`src/rtl/ppr_pkg.sv`:
```
package ppr_pkg;
  typedef enum logic {
    SLOT_LO = 1'b0,
    SLOT_HI = 1'b1
  } slot_e;

  function automatic slot_e slot_of(input int unsigned addr, input int unsigned pkt);
    return (addr >= pkt) ? SLOT_HI : SLOT_LO;
  endfunction
endpackage

```
`src/rtl/ppr_store.sv`:
```
module ppr_store #(
  parameter int DATA_W = 8,
  parameter int DEPTH  = 8,
  parameter int AW     = 3
) (
  input  logic              clk,
  input  logic              rst_n,
  input  logic              wr_en,
  input  logic [AW-1:0]     wr_addr,
  input  logic [DATA_W-1:0] wr_data,
  input  logic [AW-1:0]     rd_addr,
  output logic [DATA_W-1:0] rd_data
);
  logic [DATA_W-1:0] mem [DEPTH];

  always_ff @(posedge clk or negedge rst_n) begin
    if (!rst_n) begin
      for (int i = 0; i < DEPTH; i++) mem[i] <= '0;
    end else if (wr_en && (int'(wr_addr) < DEPTH)) begin
      mem[wr_addr] <= wr_data;
    end
  end

  always_comb begin
    rd_data = '0;
    if (int'(rd_addr) < DEPTH) rd_data = mem[rd_addr];
  end
endmodule

```
`src/rtl/ppr_cursor.sv`:
```
module ppr_cursor #(
  parameter int PKT_BYTES = 4,
  parameter int AW        = 3
) (
  input  logic          clk,
  input  logic          rst_n,
  input  logic          enable,
  input  logic          step,
  output logic [AW-1:0] ptr,
  output logic          half_evt,
  output logic          cplt_evt
);
  localparam logic [AW-1:0] LAST_LO = AW'(PKT_BYTES - 1);
  localparam logic [AW-1:0] LAST_HI = AW'(2 * PKT_BYTES - 1);

  always_ff @(posedge clk or negedge rst_n) begin
    if (!rst_n) begin
      ptr      <= '0;
      half_evt <= 1'b0;
      cplt_evt <= 1'b0;
    end else begin
      half_evt <= 1'b0;
      cplt_evt <= 1'b0;
      if (!enable) begin
        ptr <= '0;
      end else if (step) begin
        if (ptr == LAST_HI) begin
          ptr      <= '0;
          cplt_evt <= 1'b1;
        end else begin
          ptr <= ptr + 1'b1;
          if (ptr == LAST_LO) half_evt <= 1'b1;
        end
      end
    end
  end
endmodule

```
`src/rtl/ppr_clash.sv`:
```
module ppr_clash #(
  parameter int PKT_BYTES = 4,
  parameter int AW        = 3
) (
  input  logic          clk,
  input  logic          rst_n,
  input  logic          enable,
  input  logic          wr_en,
  input  logic [AW-1:0] wr_addr,
  input  logic          active_slot,
  output logic          wr_clash
);
  import ppr_pkg::*;

  slot_e wr_slot;
  assign wr_slot = slot_of(int'(wr_addr), PKT_BYTES);

  always_ff @(posedge clk or negedge rst_n) begin
    if (!rst_n) wr_clash <= 1'b0;
    else        wr_clash <= enable && wr_en && (wr_slot == slot_e'(active_slot));
  end
endmodule

```
`src/rtl/ppr_reader.sv`:
```
module ppr_reader #(
  parameter int DATA_W    = 8,
  parameter int PKT_BYTES = 4,
  parameter int AW        = $clog2(2 * PKT_BYTES)
) (
  input  logic              clk,
  input  logic              rst_n,
  input  logic              enable,
  input  logic              wr_en,
  input  logic [AW-1:0]     wr_addr,
  input  logic [DATA_W-1:0] wr_data,
  output logic              tx_valid,
  input  logic              tx_ready,
  output logic [DATA_W-1:0] tx_data,
  output logic              active_slot,
  output logic              half_evt,
  output logic              cplt_evt,
  output logic              wr_clash
);
  import ppr_pkg::*;

  localparam int DEPTH = 2 * PKT_BYTES;

  logic [AW-1:0] rd_ptr;
  logic          step;

  assign tx_valid    = enable;
  assign step        = tx_valid && tx_ready;
  assign active_slot = logic'(slot_of(int'(rd_ptr), PKT_BYTES));

  ppr_store #(.DATA_W(DATA_W), .DEPTH(DEPTH), .AW(AW)) u_store (
    .clk(clk), .rst_n(rst_n),
    .wr_en(wr_en), .wr_addr(wr_addr), .wr_data(wr_data),
    .rd_addr(rd_ptr), .rd_data(tx_data)
  );

  ppr_cursor #(.PKT_BYTES(PKT_BYTES), .AW(AW)) u_cursor (
    .clk(clk), .rst_n(rst_n), .enable(enable), .step(step),
    .ptr(rd_ptr), .half_evt(half_evt), .cplt_evt(cplt_evt)
  );

  ppr_clash #(.PKT_BYTES(PKT_BYTES), .AW(AW)) u_clash (
    .clk(clk), .rst_n(rst_n), .enable(enable),
    .wr_en(wr_en), .wr_addr(wr_addr), .active_slot(active_slot),
    .wr_clash(wr_clash)
  );
endmodule

```
`config.mk`:
```
export PLATFORM = sky130hd
export DESIGN_NAME = ppr_reader
export DESIGN_NICKNAME = d
export VERILOG_FILES = /design/src/rtl/ppr_pkg.sv /design/src/rtl/ppr_store.sv /design/src/rtl/ppr_cursor.sv /design/src/rtl/ppr_clash.sv /design/src/rtl/ppr_reader.sv
export SDC_FILE = /design/constraint.sdc
export NUM_CORES = 1
export LEC_CHECK = 0
export CAP_MARGIN = 20
export CORE_MARGIN = 1
export CORE_UTILIZATION = 57
export DETAILED_ROUTE_END_ITERATION = 8
export GPL_TIMING_DRIVEN = 0
export PLACE_DENSITY = 0.81
export SLEW_MARGIN = 15
export SYNTH_ARGS = -nofsm -noshare
export SYNTH_HDL_FRONTEND = slang
export SYNTH_HIERARCHICAL = 1
export SYNTH_SLANG_ARGS = --single-unit
export TNS_END_PERCENT = 30
```
`constraint.sdc`:
```
create_clock -name clk -period 2.1 [get_ports clk]
set_clock_uncertainty 0.2 [all_clocks]
set_input_delay 0.42 -clock clk [delete_from_list [all_inputs] [get_ports clk]]
set_output_delay 0.42 -clock clk [all_outputs]
set_load 0.02 [all_outputs]
```
==> results_dict.tcl <==
set metrics [dict create \
    cts.sinks 70 \
    cts_tree "yes" \
    grt_overflow_total 0 \
    syn-num-nets 217 \
    cts.clk_slew.worst_paths_ns 0.06 \
    ys_seq_elements 70 \
    synth_area_leaders "dfrtp_1 53%, mux2_2 25%, mux4_1 12%" \
    io_pins 29 \
    syn-cell-area_um2 3280 \
    dieWidth_um 77.9 \
    final_cell_mix "70 x dfrtp_1, 64 x mux2_2, 16 x mux4_2" \
    dr.first_iter.drc_count 133 \
    dp_hpwl_mm 3.80 \
    r2r_slack_ns 0.54 \
    r2r_start "u_cursor/ptr[0]" \
    p_int_mw 2.66 \
    combPwrFrac_pct 24.1 \
    cts_made_buffers 9 \
    hold_violations 0 \
    switchingPower_uw 921 \
    critical_path.endpoint_type "output pin" \
    tightestPinTransition_ns 0.834 \
    h-tree-depth 3 \
    setup_viol 8 \
    slew_headroom_pct 44.4 \
    hold_depth 2 \
    worstHoldEndpoint "u_cursor/ptr[2]" \
    layout_commonest_cell "dfrtp_1" \
    min_period_ns 2.54 \
    wire_per_inst_um 20.3 \
    vias 1911 \
    grt.total_usage_pct 24.6 \
    p_leak_nw 1.70 \
    grt_setup_unrepaired "yes" \
    required_ns 1.48 \
    avgSynthCellArea_um2 16.6 \
    seq_power_share_pct 49.4 \
    worstSetupPathType "reg -> out" \
    nets 264 \
    viasPerCell 5.95 \
    cp_data_arrival_time_ns 1.92 \
    grt_max_degree 52 \
    max_freq_ghz 0.394 \
    detail-route-antenna-nets 0 \
    r2r_end "u_cursor/ptr[0]" \
    row_count 27 \
    fin_crit_sh_pct 121 \
    sw_frac_of_total_pct 25.7 \
    finalPower_mw 3.58 \
    numPortBuffers 26 \
    min_path_type "in -> reg" \
    run_status "complete, but fails checks" \
    synth_cell_type_count 26 \
    violations "setup timing" \
    antenna_cells 0 \
    slew_viol_final 0 \
    die_h_um 77.9 \
    syn_inst 198 \
    power.clock.fraction_pct 26.5 \
    antenna_found_initial 0 \
    dp_slack_ns -0.784 \
    holdCritStartpoint "enable" \
    placedCellCount 297 \
    clockRootBuffer "clkbuf_8" \
    drive_above_1_share_pct 53.8 \
    drc 0 \
    gp_congestion 0.728 \
    firstDrtPassIters 4 \
    instances_no_fill 321 \
    core_region_area_um2 5540 \
    setup.worst_path.start_class "flop" \
    layout_setup_ws_ns -0.436 \
    p_per_area_nw_per_um2 912 \
    peakVddDrop_v 0.000510 \
    yosys.area.top_type "dfrtp_1" \
    grt_pass1_wl_mm 10.5 \
    fp.dieArea_um2 6070 \
    clockBufferDepth 2 \
    synth-warning-count 6 \
    synth_top_area_share_pct 53.3 \
    seq_area_frac_synth_pct 53.3 \
    drt-total-wl_mm 6.53 \
    area_delta_synth_final_pct 19.5 \
    maxCapViolations 0 \
    start_util_pct 59.3 \
    insertion_delay_ns 0.35 \
    reg2reg_depth 5 \
    cp_max_fo 8 \
    grt_pass1_vias 1969 \
]
-- layer usage --
metal  share of wire [%]  GRT usage [%]  vias up
li1                    -              -      833
met1                  46           35.3     1017
met5                   0              0        -
met4                 2.2           12.8        0
met2                  48           36.3       50
met3                 4.1           4.24       11
-- cell type report --
cell class | instances | area [um2]
Buffer | 14 | 109
Tap cell | 72 | 90.1
Timing Repair Buffer | 36 | 390
Multi-Input combinational cell | 113 | 1410
Inverter | 1 | 3.75
Fill cell | 394 | 1610
Clock buffer | 14 | 163
Clock inverter | 1 | 5.00
Sequential cell | 70 | 1750
-- power groups by stage --
stage                     Clock, mW  Sequential, mW  Combinational (mW)
after floorplan                   0            1.73               0.551
after global placement            0            1.76               0.754
after detailed placement          0            1.77               0.787
after CTS                     0.972            1.76               0.861
after global routing           1.02            1.80               0.927
final                         0.949            1.77               0.863
-- worst max-delay path, cell delays in order (launching register included) --
cell     delay (ns)
dfrtp_1        0.37
buf_1          0.64
mux2_2         0.42
buf_6          0.13
-- metrics by stage --
step	hold WS [ns]	instance area [um2]	utilization (%)	setup TNS (ns)
6_report	0.172	3930	70.9	-3.40
5_1_grt	0.199	3930	70.9	-4.55
4_1_cts	0.292	3910	70.5	-3.53
3_5_place_dp	0.127	3670	66.2	-30.09
3_3_place_gp	0.279	3640	65.7	-164.92
2_1_floorplan	-0.0756	3290	-	-0.0660
-- how the worst max path moves through the flow --
stage,slack [ns],cells after the start,start,endpoint
floorplan,-0.01,4,u_cursor/ptr[0],tx_data[2]
global placement,-1.95,1,rst_n,u_store/mem[59]
detailed placement,-0.78,5,u_cursor/ptr[2],tx_data[0]
CTS,-0.44,5,u_cursor/ptr[0],tx_data[1]
global route,-0.48,5,u_cursor/ptr[0],tx_data[0]
finish,-0.44,3,u_cursor/ptr[1],tx_data[2]
-- cell families (layout without fill, tap and decap cells) --
family,count (synthesis),after routing,synth area share [%]
buffers and inverters,15,66,2.82
muxes,88,88,37.4
adders and majority gates,3,3,1.14
AOI/OAI and AO/OA,3,3,0.648
and+or+nand+nor,18,18,4.42
xor gates and xnor gates,1,1,0.267
DFF,70,70,53.3
-- cell usage after synthesis --
| library cell | count |
|---|---|
| mux2_2 | 72 |
| inv_1 | 1 |
| buf_6 | 1 |
| nor4bb_1 | 3 |
| buf_2 | 7 |
| nand2_1 | 3 |
| nand3b_1 | 1 |
| o211a_1 | 1 |
| ha_1 | 3 |
| mux4_2 | 1 |
| dfrtp_1 | 70 |
| o22ai_1 | 1 |
| nor4b_4 | 1 |
| and3_2 | 2 |
| nand4b_1 | 3 |
| xnor2_1 | 1 |
| buf_12 | 1 |
| clkbuf_1 | 3 |
| nand4_1 | 1 |
| buf_1 | 1 |
| and2_1 | 1 |
| o21ai_1 | 1 |
| buf_4 | 1 |
| nand2b_1 | 2 |
| mux4_1 | 15 |
| and3_1 | 1 |
-- sequential cells by signal, indices dropped and copies added (netlist names) --
name and cells:
u_store/mem 64, u_cursor/ptr 3, u_clash/wr_clash 1, u_cursor/cplt_evt 1
u_cursor/half_evt 1
-- timing repair --
| action | in CTS | in global routing |
|---|---|---|
| buffers inserted | 6 | 1 |
| hold buffers | 1 | 0 |
| endpoints found under the hold margin | 19 | 0 |
| gates cloned | 1 | 0 |
| pin swaps | 1 | 1 |
| setup endpoints to repair | 50 | 48 |
| resized for setup | 79 | 7 |
(Power assumes the default switching activity.)
